**src/rtl/bcu_pkg.sv**
```systemverilog
package bcu_pkg;

    localparam int unsigned DATA_W = 32;
    localparam int unsigned CODE_W = 3;

    typedef enum logic [CODE_W-1:0] {
        TEST_NEVER   = 3'd0,
        TEST_ALWAYS  = 3'd1,
        TEST_ZERO    = 3'd2,
        TEST_NONZERO = 3'd3,
        TEST_NONNEG  = 3'd4,
        TEST_NEG     = 3'd5
    } test_sel_e;

    typedef struct packed {
        logic flag;
    } flag_state_t;

endpackage

```
**src/rtl/bcu_zero_detect.sv**
```systemverilog
module bcu_zero_detect #(
    parameter int unsigned WIDTH = 32,
    parameter int unsigned CHUNK = 8
) (
    input  logic [WIDTH-1:0] value_i,
    output logic             is_zero_o
);
    localparam int unsigned NCHUNK = (WIDTH + CHUNK - 1) / CHUNK;
    localparam int unsigned PAD_W  = NCHUNK * CHUNK;

    logic [PAD_W-1:0]  padded;
    logic [NCHUNK-1:0] chunk_any;

    always_comb begin
        padded              = '0;
        padded[WIDTH-1:0]   = value_i;
    end

    for (genvar g = 0; g < NCHUNK; g++) begin : g_chunk
        assign chunk_any[g] = |padded[g*CHUNK +: CHUNK];
    end

    assign is_zero_o = ~(|chunk_any);

endmodule

```
**src/rtl/bcu_cond_eval.sv**
```systemverilog
module bcu_cond_eval
    import bcu_pkg::*;
#(
    parameter int unsigned WIDTH = DATA_W,
    parameter int unsigned CHUNK = 8
) (
    input  logic [WIDTH-1:0]  value_i,
    input  logic [CODE_W-1:0] code_i,
    output logic              result_o
);
    logic is_zero;
    logic sign_bit;

    bcu_zero_detect #(
        .WIDTH (WIDTH),
        .CHUNK (CHUNK)
    ) i_zero (
        .value_i   (value_i),
        .is_zero_o (is_zero)
    );

    assign sign_bit = value_i[WIDTH-1];

    always_comb begin
        unique case (code_i)
            TEST_NEVER:   result_o = 1'b0;
            TEST_ALWAYS:  result_o = 1'b1;
            TEST_ZERO:    result_o = is_zero;
            TEST_NONZERO: result_o = ~is_zero;
            TEST_NONNEG:  result_o = ~sign_bit;
            TEST_NEG:     result_o = sign_bit;
            default:      result_o = 1'b0;
        endcase
    end

endmodule

```
**src/rtl/bcu_flag_reg.sv**
```systemverilog
module bcu_flag_reg
    import bcu_pkg::*;
(
    input  logic clk,
    input  logic rst,
    input  logic strobe_i,
    input  logic result_i,
    output logic flag_o
);
    flag_state_t state_d, state_q;

    always_comb begin
        state_d = state_q;
        if (strobe_i) begin
            state_d.flag = result_i;
        end
    end

    always_ff @(posedge clk) begin
        if (rst) begin
            state_q <= '0;
        end else begin
            state_q <= state_d;
        end
    end

    assign flag_o = state_q.flag;

    AST_FLAG_CLEARED: assert property (@(posedge clk) rst |=> !flag_o);
    AST_FLAG_HOLDS: assert property (@(posedge clk) disable iff (rst)
        !strobe_i |=> $stable(flag_o));
    AST_FLAG_CAPTURE: assert property (@(posedge clk) disable iff (rst)
        strobe_i |=> flag_o == $past(result_i));

endmodule

```
**src/rtl/bcu_pc_select.sv**
```systemverilog
module bcu_pc_select #(
    parameter int unsigned WIDTH = 32
) (
    input  logic             clk,
    input  logic             rst,
    input  logic             flag_i,
    input  logic             load_req_i,
    input  logic [WIDTH-1:0] target_i,
    input  logic [WIDTH-1:0] pc_cur_i,
    output logic [WIDTH-1:0] pc_next_o,
    output logic             pc_load_o
);
    always_comb begin
        pc_load_o = load_req_i & flag_i;
        pc_next_o = pc_load_o ? target_i : pc_cur_i;
    end

    AST_LOAD_NEEDS_FLAG: assert property (@(posedge clk) disable iff (rst)
        !flag_i |-> (!pc_load_o && pc_next_o == pc_cur_i));
    AST_LOAD_TAKES_BUS: assert property (@(posedge clk) disable iff (rst)
        (flag_i && load_req_i) |-> (pc_load_o && pc_next_o == target_i));

endmodule

```
**src/rtl/branch_cond_unit.sv**
```systemverilog
module branch_cond_unit
    import bcu_pkg::*;
#(
    parameter int unsigned WIDTH = DATA_W,
    parameter int unsigned ZERO_CHUNK = 8
) (
    input  logic              clk,
    input  logic              rst,
    input  logic [WIDTH-1:0]  bus_i,
    input  logic [CODE_W-1:0] cond_code_i,
    input  logic              cond_strobe_i,
    input  logic              pc_load_req_i,
    input  logic [WIDTH-1:0]  pc_cur_i,
    output logic              flag_o,
    output logic [WIDTH-1:0]  pc_next_o,
    output logic              pc_load_o
);
    logic cond_result;

    bcu_cond_eval #(
        .WIDTH (WIDTH),
        .CHUNK (ZERO_CHUNK)
    ) i_eval (
        .value_i  (bus_i),
        .code_i   (cond_code_i),
        .result_o (cond_result)
    );

    bcu_flag_reg i_flag (
        .clk      (clk),
        .rst      (rst),
        .strobe_i (cond_strobe_i),
        .result_i (cond_result),
        .flag_o   (flag_o)
    );

    bcu_pc_select #(
        .WIDTH (WIDTH)
    ) i_pcsel (
        .clk        (clk),
        .rst        (rst),
        .flag_i     (flag_o),
        .load_req_i (pc_load_req_i),
        .target_i   (bus_i),
        .pc_cur_i   (pc_cur_i),
        .pc_next_o  (pc_next_o),
        .pc_load_o  (pc_load_o)
    );

    AST_NEVER_CLEARS: assert property (@(posedge clk) disable iff (rst)
        (cond_strobe_i && cond_code_i == 3'd0) |=> !flag_o);
    AST_ALWAYS_SETS: assert property (@(posedge clk) disable iff (rst)
        (cond_strobe_i && cond_code_i == 3'd1) |=> flag_o);
    AST_ZERO_TEST: assert property (@(posedge clk) disable iff (rst)
        (cond_strobe_i && cond_code_i == 3'd2) |=> flag_o == ($past(bus_i) == '0));
    AST_SIGN_TEST: assert property (@(posedge clk) disable iff (rst)
        (cond_strobe_i && cond_code_i == 3'd5) |=> flag_o == $past(bus_i[WIDTH-1]));
    AST_UNUSED_CODES: assert property (@(posedge clk) disable iff (rst)
        (cond_strobe_i && cond_code_i[2:1] == 2'b11) |=> !flag_o);
    AST_LOAD_OLD_FLAG: assert property (@(posedge clk) disable iff (rst)
        (cond_strobe_i && pc_load_req_i) |-> (pc_load_o == flag_o));

endmodule

```
**config.mk**
```make
export PLATFORM = sky130hd
export DESIGN_NAME = branch_cond_unit
export DESIGN_NICKNAME = d
export VERILOG_FILES = /design/src/rtl/bcu_pkg.sv /design/src/rtl/bcu_zero_detect.sv /design/src/rtl/bcu_cond_eval.sv /design/src/rtl/bcu_flag_reg.sv /design/src/rtl/bcu_pc_select.sv /design/src/rtl/branch_cond_unit.sv
export SDC_FILE = /design/constraint.sdc
export NUM_CORES = 1
export LEC_CHECK = 0
export BUFFER_PORTS_ARGS = -buffer_cell sky130_fd_sc_hd__buf_2
export CAP_MARGIN = 10
export CORE_MARGIN = 5
export CORE_UTILIZATION = 23
export DETAILED_ROUTE_END_ITERATION = 12
export PLACE_DENSITY = 0.76
export RECOVER_POWER = 100
export SLEW_MARGIN = 20
export SYNTH_ARGS = -nofsm -noshare
export SYNTH_HDL_FRONTEND = slang
export SYNTH_SLANG_ARGS = --single-unit
```
**constraint.sdc**
```tcl
create_clock -name clk -period 1.15 [get_ports clk]
set_clock_uncertainty 0.1 [all_clocks]
set_input_delay 0.115 -clock clk [delete_from_list [all_inputs] [get_ports clk]]
set_output_delay 0.115 -clock clk [all_outputs]
set_load 0.005 [all_outputs]
```
==> impl_metrics.py <==
metrics = {
    "synth": {
        "ys_ff_latch": 1,
        "simple_gate_fraction_of_synth_area_pct": 24.0,
        "ys.warnings.count": 0,
        "post_synth_mux_area_share_pct": 64.0,
        "synthXorXnorAreaFrac_pct": 0,
        "synth.area.top_cells": "mux2_2 64%, nor4_1 8.9%, dfxtp_1 3.6%",
        "syn-cell-area_um2": 563,
        "synthesis.nets": 131,
        "yosysTopAreaCellShare_pct": 64.0,
        "seq_area_frac_synth_pct": 3.56,
        "synth_cell_type_count": 18,
        "synth_area_leader_cell": "mux2_2",
        "post_synth_fa_ha_maj_area_fraction_pct": 0,
        "synthCells": 60,
        "synth_top_family_by_area": "multiplexers",
        "synth_compound_area_share_pct": 4.44,
        "synth.avg_cell_area_um2": 9.38,
    },
    "run": {
        "max_cap_violations": 0,
    },
    "floorplan": {
        "chipHeight_um": 59.5,
        "initial_core_util_pct": 23.4,
        "io_pins": 105,
        "core.rowCount": 18,
        "core_area_mm2": 0.00241,
        "die_area_mm2": 0.00354,
        "chipWidth_um": 59.5,
    },
    "finish": {
        "finalInstanceArea_mm2": 0.00130,
        "design.final.nets": 244,
        "drive_above_1_share_pct": 91.2,
        "largest_register_ff_count": 1,
        "areaGrowthSynthToFinish_pct": 131,
        "filler_cell_count": 254,
        "antenna_cells_inserted": 0,
    },
    "detailed_routing": {
        "drc_errors": 0,
        "vias_per_cell": 4.84,
        "drt_pass1_iterations": 2,
        "routed-via-count": 973,
        "wire_per_inst_um": 15.3,
        "totalWireLength_um": 3080,
        "detailedRoute.firstIterationViolations": 3,
        "antenna_left": 0,
    },
    "worst_setup_path": {
        "path_class": "in -> reg",
        "start_kind": "primary input",
        "cp_cell_sequence": "buf_8 > or4b_4 > o2111a_1 > o21ai_1 > nor4b_2",
        "crit_path_top_delay_cell": "or4b_4",
        "path_max_fanout": 3,
        "cp.required_ns": 0.96,
        "critPathCaptureType": "register",
        "worst_ep_arrival_time_ns": 1.15,
        "critical-path-max-stage-delay_ns": 0.54,
    },
    "global_routing": {
        "grt_start_max_net_pins": 20,
        "grt_pass1_vias": 1044,
        "track_usage_pct": 15.4,
        "grt_antenna_before_repair": 0,
        "grt_first_pass_wirelength_um": 4330,
        "overflow": 0,
    },
    "timing": {
        "maxSlewHeadroom_pct": 83.3,
        "post-route-worst-setup-slack_ns": -0.188,
        "worst_slew_pin_slew_ns": 0.248,
        "period_share_pct": 116,
        "maxClockFrequency_ghz": 0.747,
        "rsz0062_at_grt": "true",
        "final-hold-violation-count": 0,
        "maxSlewViolCount": 0,
        "fin_setup_tns_ns": -4.51,
        "final_period_minus_worst_setup_slack_ns": 1.34,
        "setup_viol": 33,
    },
    "clock_network": {
        "clock_latency_ns": 0,
        "holdBufCountCts": 0,
        "cts.reportedPaths.clkPinSlew_ns": 0,
    },
    "pwr": {
        "power_leakage_uw": 0.000685,
        "powerDensity_mw_per_mm2": 374,
        "ir_worst_vdd_mv": 0.195,
    },
    "place": {
        "gp_routability_congestion": 0.757,
        "post_placement_setup_slack_ns": -0.210,
        "port_buffers": 104,
        "dp_hpwl_um": 2620,
        "placed_area_mm2": 0.00119,
    },
    "status": {
        "failed_checks": "setup timing",
        "run_status": "finished, violations left",
    },
    "min_path": {
        "hold_path_class": "in -> reg",
    },
}
-- cell usage in the layout (no fill, tap or decap), drive strengths merged --
cell type / instances
nand4: 2
o2111ai: 1
or4b: 1
or2b: 1
nor3: 1
nor2b: 1
mux2: 32
o21ai: 1
nor2: 1
inv: 2
nand3b: 1
nor4b: 1
o2111a: 1
clkbuf: 2
nand2: 1
or3b: 1
buf: 112
nor4: 8
dfxtp: 1
-- final cells by class --
class | instances | area (µm²) | area share, %
multi-input combinational | 54 | 573 | 44.0
timing repair buffer | 114 | 663 | 51.0
tap | 30 | 37.5 | 2.88
sequential | 1 | 20.0 | 1.54
inverter | 2 | 7.51 | 0.577
-- what timing repair did --
item                                    CTS  global route
resized for setup                         7             5
setup buffers                             1             0
cloned                                    0             2
pin swaps                                 1             2
endpoints found under the setup margin   33            33
-- power by group --
part	switching, µW	internal (µW)	total (µW)
registers	3.58	38.0	41.6
logic	166	278	445
clock network	0	0	0
total	170	316	486
-- through the flow --
stage / util, % / total power (µW) / hold WS (ns) / cells
after floorplan: - / 195 / 0.0864 / 60
after global placement: 49.2 / 444 / 0.198 / 198
after detailed placement: 49.2 / 449 / 0.197 / 198
after CTS: 51.2 / 469 / 0.197 / 199
after global routing: 54.0 / 528 / 0.203 / 201
final: 54.0 / 486 / 0.192 / 201
-- path summary, 6_finish.rpt --
check,from,endpoint,slack [ns],depth (start not counted)
setup reg to reg,i_flag.flag_o,i_flag.flag_o,0.25,2
hold / removal,rst,i_flag.flag_o,0.19,2
setup / recovery,bus_i[31],i_flag.flag_o,-0.19,5
hold reg to reg,i_flag.flag_o,i_flag.flag_o,0.50,2
-- kinds of logic (layout without fill, tap and decap cells) --
| logic type | count (synthesis) | count (layout) |
|---|---|---|
| buffers and inverters | 5 | 116 |
| AND/OR/NAND/NOR | 19 | 19 |
| flip-flops | 1 | 1 |
| AO/OA/AOI/OAI | 3 | 3 |
| multiplexers | 32 | 32 |
-- synth_stat cells, drive strengths merged --
cell,number
buf,3
dfxtp,1
inv,2
mux2,32
nand2,1
nand3b,1
nand4,2
nor2,1
nor2b,1
nor3,1
nor4,8
nor4b,1
o2111a,1
o2111ai,1
o21ai,1
or2b,1
or3b,1
or4b,1
-- metal layers --
| layer | part of all wire [%] | vias to the layer above | track usage [%] |
|---|---|---|---|
| met5 | 0 | - | 0 |
| met4 | 0 | 0 | 0 |
| met1 | 35 | 435 | 17.0 |
| met2 | 52 | 69 | 30.7 |
| li1 | - | 469 | - |
| met3 | 13 | 0 | 3.92 |
-- worst max-delay path: cells and delay by family --
family	cells	cell delay (ns)
compound gates	2	0.20
buf+inv	1	0.10
simple gates	2	0.73
No activity file was read; power rests on OpenSTA's default activity.
